<file path="src/rtl/loop_ser_pkg.sv">
package loop_ser_pkg;

  // Strobes from the byte-phase control to the datapath
  typedef struct packed {
    logic capture;  // take the parallel word at the end of this cycle
    logic load;     // move the held word into the shift register
  } serStrobes_t;

endpackage

</file>
<file path="src/rtl/loop_ser_ctrl.sv">
module loop_ser_ctrl
  import loop_ser_pkg::*;
#(
  parameter int WORD_W     = 10,
  parameter int LOAD_DELAY = 8
) (
  input  logic        clk,
  input  logic        rstN,
  output serStrobes_t strobes
);

  localparam int CNT_W     = $clog2(WORD_W);
  localparam int LAST      = WORD_W - 1;
  localparam int CAP_PHASE = LAST - LOAD_DELAY;

  logic [CNT_W-1:0] phase;

  always_ff @(posedge clk or negedge rstN) begin
    if (!rstN) begin
      phase <= '0;
    end else if (phase == CNT_W'(LAST)) begin
      phase <= '0;
    end else begin
      phase <= phase + CNT_W'(1);
    end
  end

  always_comb begin
    strobes.capture = (phase == CNT_W'(CAP_PHASE));
    strobes.load    = (phase == CNT_W'(LAST));
  end

endmodule

</file>
<file path="src/rtl/loop_ser_datapath.sv">
module loop_ser_datapath
  import loop_ser_pkg::*;
#(
  parameter int   WORD_W   = 10,
  parameter logic IDLE_LVL = 1'b0
) (
  input  logic              clk,
  input  logic              rstN,
  input  serStrobes_t       strobes,
  input  logic [WORD_W-1:0] txWord,
  input  logic              loopEn,
  output logic              serOut,
  output logic              loopOut
);

  logic [WORD_W-1:0] holdReg;
  logic [WORD_W-1:0] shiftReg;
  logic              loaded;
  logic              serialBit;

  always_ff @(posedge clk or negedge rstN) begin
    if (!rstN) begin
      holdReg <= '0;
    end else if (strobes.capture) begin
      holdReg <= txWord;
    end
  end

  always_ff @(posedge clk or negedge rstN) begin
    if (!rstN) begin
      shiftReg <= '0;
      loaded   <= 1'b0;
    end else if (strobes.load) begin
      shiftReg <= holdReg;
      loaded   <= 1'b1;
    end else begin
      shiftReg <= shiftReg >> 1;
    end
  end

  always_comb begin
    serialBit = loaded ? shiftReg[0] : IDLE_LVL;
    serOut    = loopEn ? IDLE_LVL : serialBit;
    loopOut   = loopEn ? serialBit : IDLE_LVL;
  end

endmodule

</file>
<file path="src/rtl/loop_serializer.sv">
module loop_serializer
  import loop_ser_pkg::*;
#(
  parameter int   WORD_W     = 10,
  parameter int   LOAD_DELAY = 8,
  parameter logic IDLE_LVL   = 1'b0
) (
  input  logic              clk,
  input  logic              rstN,
  input  logic [WORD_W-1:0] txWord,
  input  logic              loopEn,
  output logic              wordTake,
  output logic              serOut,
  output logic              loopOut
);

  serStrobes_t strobes;

  loop_ser_ctrl #(
    .WORD_W(WORD_W),
    .LOAD_DELAY(LOAD_DELAY)
  ) ctrlInst (
    .clk(clk),
    .rstN(rstN),
    .strobes(strobes)
  );

  loop_ser_datapath #(
    .WORD_W(WORD_W),
    .IDLE_LVL(IDLE_LVL)
  ) dpInst (
    .clk(clk),
    .rstN(rstN),
    .strobes(strobes),
    .txWord(txWord),
    .loopEn(loopEn),
    .serOut(serOut),
    .loopOut(loopOut)
  );

  assign wordTake = strobes.capture;

endmodule

</file>
<file path="config.mk">
export PLATFORM = sky130hd
export DESIGN_NAME = loop_serializer
export DESIGN_NICKNAME = d
export VERILOG_FILES = /design/src/rtl/loop_ser_pkg.sv /design/src/rtl/loop_ser_ctrl.sv /design/src/rtl/loop_ser_datapath.sv /design/src/rtl/loop_serializer.sv
export SDC_FILE = /design/constraint.sdc
export NUM_CORES = 1
export LEC_CHECK = 0
export BUFFER_PORTS_ARGS = -buffer_cell sky130_fd_sc_hd__buf_2
export CAP_MARGIN = 30
export CORE_UTILIZATION = 61
export CTS_BUF_LIST = sky130_fd_sc_hd__clkbuf_8
export DETAILED_ROUTE_END_ITERATION = 16
export PLACE_DENSITY = 0.85
export SLEW_MARGIN = 15
export SYNTH_ARGS = -nofsm -noshare
export SYNTH_HDL_FRONTEND = slang
export SYNTH_SLANG_ARGS = --single-unit
</file>
<file path="constraint.sdc">
create_clock -name clk -period 2.9 [get_ports clk]
set_input_delay 0.58 -clock clk [delete_from_list [all_inputs] [get_ports clk]]
set_output_delay 0.58 -clock clk [all_outputs]
set_load 0.01 [all_outputs]
</file>
Word level (Yosys, flattened, before mapping) --
Cells that the tools add are included.
Operators by class: add/subtract/negate cells 1, equal/unequal tests 2, mux-type cells 5
Operators by type and width (number):
- $mux W10 | 1
- $add A4 B1 Y4 const B | 1
- $eq A4 B1 Y1 const B | 1
- $eq A4 B4 Y1 const B | 1
- $mux W4 | 1
- $mux W1 | 3
Word-level totals: register bits 25, bits of input ports 13, output and inout port bits 3, word-level logic and storage cells 12

Depth between registers and ports, before layout --
Gate-level depths: netlist of the first run.
word-level depth 2, gate-level depth with buffers 4, mapped depth without buffers 3

Modules after synthesis --
Synthesis of the first run repeated with hierarchy kept, for this count alone.
Unflattened totals: cell total of the unflattened synthesis 63, area total of the unflattened synthesis 1032.2 um2
By module, submodules not included:
- loop_ser_datapath | times used 1, cells each 46, area each 858.3 um2, seq. area each 525.5 um2
- loop_ser_ctrl | times used 1, cells each 17, area each 173.9 um2, seq. area each 100.1 um2

Least setup slack after synthesis of the first run --
Ideal clock, no wire load.
kind register -> output, start point register ctrlInst.phase[2], end point output port wordTake, arrival 0.959 ns, data required time 2.320 ns, setup slack 1.361 ns, stages on the path, launching flop included 3, buffers on the path 1, cell sequence dfrtp_1 -> nor4_4 -> buf_6
Between the ends: longest elaborated chain between the ends 1
RTL lines:
- from (decl) | line loop_ser_ctrl.sv:16 | logic [CNT_W-1:0] phase;
- from (signal assigned) | line loop_ser_ctrl.sv:24 | phase <= phase + CNT_W'(1);
- $eq A4 B1 Y1 | line loop_ser_ctrl.sv:29 | strobes.capture = (phase == CNT_W'(CAP_PHASE));
- to (decl) | line loop_serializer.sv:12 | output logic wordTake,
No other way between the ends.

Worst setup path in the final report of the first run --
Ends and elaborated chain as after synthesis.

==> results of run 1 <==
[sequential cells by signal (all words and copies together) (netlist names)]
register         cells
dpInst.holdReg      10
dpInst.shiftReg     10
ctrlInst.phase       4
dpInst.loaded        1
[cell usage in the layout (no fill, tap or decap), drive strengths merged, types with 2 or more instances in the layout]
| cell | instances |
|---|---|
| clkbuf | 3 |
| mux2 | 19 |
| nand2 | 2 |
| dfrtp | 25 |
| nor4 | 2 |
| inv | 4 |
| o21ai | 3 |
| buf | 16 |
[per-layer routing]
metal	vias up	GRT usage, %
met5	-	0
met4	0	11.88
met3	4	6.034
met2	15	30.77
met1	258	28.01
li1	259	-
[cell type report]
type                            count  area (sq um)  area share (%)
Timing Repair Buffer               16         82.58           7.383
Sequential cell                    25         625.6           55.93
Tap cell                           16         20.02           1.790
Clock buffer                        3         41.29           3.691
Clock inverter                      1         3.754          0.3356
Multi-Input combinational cell     34         334.1           29.87
Inverter                            3         11.26           1.007
[stage by stage]
step	total power, mW	util (%)	setup WS, ns	instance area [sq um]	std cells
floorplan	0.3801	-	1.361	993.5	64
detailed placement	0.3993	71.26	1.184	1074	94
global route	0.6090	74.25	0.8160	1119	98
CTS	0.5927	74.25	0.8849	1119	98
global placement	0.3970	71.26	1.194	1074	94
finish	0.5864	74.25	0.9085	1119	98
[how the worst max path moves through the flow]
stage | startpoint | end | slack, ns | cells past startpoint
2_1_floorplan | ctrlInst.phase[2] | wordTake | 1.36 | 2
3_3_place_gp | ctrlInst.phase[2] | wordTake | 1.19 | 3
3_5_place_dp | ctrlInst.phase[2] | wordTake | 1.18 | 3
4_1_cts | ctrlInst.phase[2] | wordTake | 0.88 | 3
5_1_grt | ctrlInst.phase[2] | wordTake | 0.82 | 3
6_report | ctrlInst.phase[2] | wordTake | 0.91 | 3
[power groups by stage]
stage / sequential [mW] / combinational, mW / clock [mW]
after global routing: 0.362 / 0.0345 / 0.213
after floorplan: 0.366 / 0.0139 / 0
after global placement: 0.367 / 0.0298 / 0
after CTS: 0.361 / 0.0315 / 0.200
after detailed placement: 0.368 / 0.0314 / 0
final: 0.361 / 0.0304 / 0.195
[cells by family after synthesis]
group | after synthesis
AO/OA/AOI/OAI | 5
multiplexers | 19
flip-flops | 25
AND/OR/NAND/NOR | 9
XOR/XNOR | 1
buffers and inverters | 5
==> impl_metrics.env, run 1 <==
export IMPL_cp_start_kind="flip-flop"
export IMPL_critPathKind="reg2out"
export IMPL_timing_final_crit_period_ns=1.991
export IMPL_seq_area_frac_synth_pct=62.97
export IMPL_muxShareOfSynthArea_pct=21.54
export IMPL_firstDrtPassIters=4
export IMPL_wl_per_cell_microns=15.39
export IMPL_cpMaxStageDelayCell="sky130_fd_sc_hd__dfrtp_1"
export IMPL_synth_cell_area_sq_um=993.5
export IMPL_critical_path_reg2reg_startpoint="ctrlInst.phase[2]"
export IMPL_finalSetupViolations=0
export IMPL_worst_path_max_fanout=11
export IMPL_clock_insertion_delay_worst_skew_ns=0.26
export IMPL_fill_cells=98
export IMPL_reg2reg_slack_ns=1.19
export IMPL_cts_hold_buffers_added=0
export IMPL_yosys_area_share_xor_xnor_pct=0.8816
export IMPL_detail_route_wirelength_mm=1.508
export IMPL_timing_critical_path_required_ns=2.32
export IMPL_synth_yosys_warnings=0
export IMPL_gr_total_overflow=0
export IMPL_crit_path_cell_trace="nor4_4 > buf_4 > buf_2"
export IMPL_vias=536
export IMPL_antenna_found_initial=0
export IMPL_yosys_cell_count_top_type="sky130_fd_sc_hd__dfrtp_1"
export IMPL_design_portCount=16
export IMPL_grt_use_total_pct=20.95
export IMPL_core_area_sq_um=1506
export IMPL_yosys_top_cells_count="sky130_fd_sc_hd__dfrtp_1 (25), sky130_fd_sc_hd__mux2_2 (19), sky130_fd_sc_hd__o21ai_0 (3)"
export IMPL_drc_violations=0
export IMPL_pwr_share_comb_pct=5.2
export IMPL_min_period_over_period_pct=68.67
export IMPL_worstRegToRegCells=2
export IMPL_timing_critical_path_arrival_ns=1.41
export IMPL_synthDominantAreaCellType="sky130_fd_sc_hd__dfrtp_1"
export IMPL_yosys_area_share_simple_pct=8.060
export IMPL_synth_compound_area_share_pct=3.149
export IMPL_power_switching_uw=118.1
export IMPL_cts_root_buffer="sky130_fd_sc_hd__clkbuf_8"
export IMPL_wire_length_of_the_first_global_routing_pass_mm=2.601
export IMPL_cell_types_occupying_the_most_area_after_synthesis="sky130_fd_sc_hd__dfrtp_1 (63%), sky130_fd_sc_hd__mux2_2 (22%), sky130_fd_sc_hd__nor4_4 (4.3%)"
export IMPL_h_tree_depth=1
export IMPL_synth_fp_nets=77
export IMPL_worst_hold_margin_ns=0.2848
export IMPL_synth_distinct_cells=16
export IMPL_synth_top_cell_area_share_pct=62.97
export IMPL_power_share_switching_pct=20.14
export IMPL_outcome="finished, final reports clean"
export IMPL_setup_repair_after_global_routing_missed_its_margin="false"
export IMPL_yosys_area_share_adder_pct=0
export IMPL_synth_async_reset_ratio_pct=100.0
export IMPL_number_of_global_route_vias_before_repair=570
export IMPL_cts_sinks=25
export IMPL_initialDrtViolationCount=4
export IMPL_synth_top_family_by_area="multiplexers"
export IMPL_internal_power_uw=468.3
export IMPL_syn_avg_cell_area_sq_um=15.52
export IMPL_tns_ns=0
export IMPL_finalClockSkew_ns=0.006238
export IMPL_r2r_end="dpInst.shiftReg[7]"
export IMPL_die_h_microns=42.36
export IMPL_design_final_nets=96
export IMPL_total_leakage_power_nw=0.5389
export IMPL_buffer_ports_inserted=15
export IMPL_design_die_area_sq_um=1794
export IMPL_num_antenna_cells=0
export IMPL_clockPowerShare_pct=33.3
export IMPL_place_detailed_hpwl_mm=1.067
export IMPL_pwr_density_cell_nw_per_um2=524.2
export IMPL_worstSetupEndpointType="primary output"
export IMPL_hold_viol=0
export IMPL_least_margin_pin_slew_ns=0.7215
export IMPL_uppermost_metal_layer_occupied_by_signal_nets="met4"
export IMPL_proportion_of_power_drawn_by_flip_flops_and_latches_pct=61.5
export IMPL_post_synth_edffs=0
export IMPL_critical_path_max_stage_delay_ns=0.48
export IMPL_setup_repair_bufs_after_cts=0
export IMPL_die_w_microns=42.36
export IMPL_syn2layout_area_growth_pct=12.59
export IMPL_routabilityCongestion=0.7603
export IMPL_clk_pin_slew_ns=0.08
export IMPL_final_layout_size_suffix_gt1_share_pct=51.22
export IMPL_crit_buf_inv=2
export IMPL_maxSlewViolCount=0
export IMPL_synth_seq_cells=25
export IMPL_met3RoutedLength_microns=68
export IMPL_detailed_routing_wirelength_on_met1_microns=686
export IMPL_yosys_most_used_dff="sky130_fd_sc_hd__dfrtp_1"
export IMPL_max_freq_mhz=502.1
export IMPL_slew_headroom_pct=51.54
export IMPL_vdd_ir_drop_worst_v=0.0004236
export IMPL_route_antenna_remaining_nets=0
export IMPL_worstHoldPathType="in2async"
export IMPL_quantity_of_gates_resized_following_cts=0
export IMPL_wl_met2_microns=721
export IMPL_cts_tree="done"
export IMPL_start_util_pct=65.95
export IMPL_grt_max_degree=26
export IMPL_worst_path_dominant_cell_family="flip-flops"
export IMPL_placementRows=14
export IMPL_maxCapViolCount=0
export IMPL_cts_inserted_buffers=3
export IMPL_clock_tree_buffer_depth=2
export IMPL_post_synthesis_cell_count=64
export IMPL_vias_per_cell=5.469
Note: power is estimated with default switching activity, not from simulation.
==> run 2: changes to the inputs <==
Settings changed: CORE_UTILIZATION 61 to 56, PLACE_DENSITY 0.85 to 0.79.
Clock period 2.9 ns to 1.95 ns, I/O delays scaled along.
==> run 2 against run 1 <==
Net effect:
- the run now ends with DRC left
- combinational power increased by 46%
- wire length shrank 5.2%
- count of clock-buffer cells in the layout did not move
- register-to-register slack got worse by 0.82 ns
- global-route usage down 2.1 points
- non-clock buffer count is 3 higher
- die area up 8.5%
- critical path depth down 1
- first-iteration DRC count is 25% lower
- final cell count increased by 3.1%
- clock skew shrank 0.0018 ns
- critical path type unchanged
- largest cell class unchanged
==> impl_metrics.env, run 2 (synthesis gave the netlist of run 1 again) <==
export IMPL_cts_hold_buffers_added=0
export IMPL_final_cell_mix="sky130_fd_sc_hd__dfrtp_1 (25), sky130_fd_sc_hd__mux2_2 (19), sky130_fd_sc_hd__buf_2 (15)"
export IMPL_routabilityCongestion=0.6784
export IMPL_max_freq_mhz=556.9
export IMPL_design_die_area_sq_um=1947
export IMPL_least_margin_pin_slew_ns=0.5348
export IMPL_grt_use_total_pct=18.81
export IMPL_min_period_over_period_pct=92.08
export IMPL_setup_repair_after_global_routing_missed_its_margin="false"
export IMPL_initialDrtViolationCount=3
export IMPL_quantity_of_gates_resized_following_cts=0
export IMPL_clk_pin_slew_ns=0.08
export IMPL_die_w_microns=44.12
export IMPL_place_detailed_hpwl_mm=1.056
export IMPL_slew_headroom_pct=64.34
export IMPL_cts_sinks=25
export IMPL_antenna_found_initial=0
export IMPL_firstDrtPassIters=10
export IMPL_detail_route_wirelength_mm=1.429
export IMPL_h_tree_depth=1
export IMPL_syn2layout_area_growth_pct=14.86
export IMPL_die_h_microns=44.12
export IMPL_cts_inserted_buffers=3
export IMPL_worstSetupEndpointType="primary output"
export IMPL_worst_path_max_fanout=6
export IMPL_final_critical_path_setup_slack_ns=0.1545
export IMPL_clock_insertion_delay_worst_skew_ns=0.27
export IMPL_design_final_nets=99
export IMPL_setup_repair_bufs_after_cts=0
export IMPL_timing_final_crit_period_ns=1.796
export IMPL_outcome="finished, violations left"
export IMPL_num_antenna_cells=0
export IMPL_timing_critical_path_arrival_ns=1.41
export IMPL_gr_total_overflow=0
export IMPL_finalClockSkew_ns=0.004441
export IMPL_wl_per_cell_microns=14.15
export IMPL_layout_cells_most_common="sky130_fd_sc_hd__dfrtp_1"
export IMPL_grt_max_degree=26
export IMPL_finalSetupViolations=0
export IMPL_vias_per_cell=5.594
export IMPL_timing_critical_path_required_ns=1.56
export IMPL_wire_length_of_the_first_global_routing_pass_mm=2.497
export IMPL_cts_root_buffer="sky130_fd_sc_hd__clkbuf_8"
export IMPL_vias=565
export IMPL_critPathKind="reg2out"
export IMPL_design_portCount=16
export IMPL_final_layout_size_suffix_gt1_share_pct=52.94
export IMPL_pwr_density_cell_nw_per_um2=762.5
export IMPL_route_antenna_remaining_nets=0
export IMPL_core_area_sq_um=1577
export IMPL_final_seq_area_sq_um=625.6
export IMPL_fill_cells=106
export IMPL_placementRows=14
export IMPL_maxSlewViolCount=0
export IMPL_number_of_global_route_vias_before_repair=617
export IMPL_buffer_ports_inserted=15
export IMPL_clock_tree_buffer_depth=2
export IMPL_multi_input_comb_area_sq_um=334.1
export IMPL_placement_setup_worst_slack_ns=0.3525
export IMPL_total_leakage_power_nw=0.5527
export IMPL_hold_viol=0
export IMPL_cts_tree="done"
export IMPL_vdd_ir_drop_worst_v=0.0005992
export IMPL_worstHoldPathType="in2async"
export IMPL_maxCapViolCount=0
export IMPL_failed_checks="DRC"
export IMPL_start_util_pct=63.02
export IMPL_biggestRegsByFlops="dpInst.holdReg x10, dpInst.shiftReg x10, ctrlInst.phase x4"
export IMPL_drc_violations=1
export IMPL_finalCoreUtilization_pct=72.38
export IMPL_tns_ns=0
export IMPL_cp_start_kind="flip-flop"
-- run 2: cell types whose count changed in the layout (fill, tap and decap cells not counted), sizes merged --
| cell | change |
|---|---|
| buf | +3 |
-- run 2: area by class of cell --
class	instances	area share, %
clock buffer	3	3.618
clock inverter	1	0.3289
inverter	3	0.9868
multi-input combinational	34	29.28
sequential	25	54.82
tap	16	1.754
timing repair buffer	19	9.211
-- run 2: report_power, final --
group | switching (mW) | internal (mW) | leakage, nW | total (mW)
sequential | 0.00565 | 0.531 | 0.312 | 0.536
clock | 0.149 | 0.141 | 0.0269 | 0.289
combinational | 0.0193 | 0.0251 | 0.214 | 0.0444
-- run 2: worst paths after layout --
path,slack [ns],startpoint,endpoint,cells past startpoint
max,0.15,ctrlInst.phase[2],wordTake,2
min,0.1,rstN,dpInst.loaded,1
max reg2reg,0.37,ctrlInst.phase[2],dpInst.holdReg[5],3
min reg2reg,0.48,dpInst.shiftReg[4],dpInst.shiftReg[3],1
max in group asynchronous,1.49,rstN,dpInst.holdReg[8],1
min in group clk,0.35,txWord[8],dpInst.holdReg[8],2
-- run 2: metrics by stage --
step	instance area, sq um	hold WS [ns]	cells	total power, mW
CTS	1141	0.1096	101	0.8834
global route	1141	0.1391	101	0.8994
detailed placement	1096	0.4020	97	0.5925
floorplan	993.5	0.09441	64	0.5652
finish	1141	0.09721	101	0.8701
global placement	1096	0.3969	97	0.5904
-- run 2: worst max-delay path: stages (launching register included) --
cell	delay (ns)
sky130_fd_sc_hd__dfrtp_1	0.49
sky130_fd_sc_hd__nor4_4	0.44
sky130_fd_sc_hd__buf_2	0.21
-- run 2: routing by layer --
layer | track usage [%] | part of all wire [%] | up-vias
met3 | 6.122 | 4.8 | 5
li1 | - | - | 264
met5 | 0 | 0 | -
met2 | 29.41 | 48 | 14
met4 | 14.55 | 3.2 | 0
met1 | 21.23 | 44 | 282
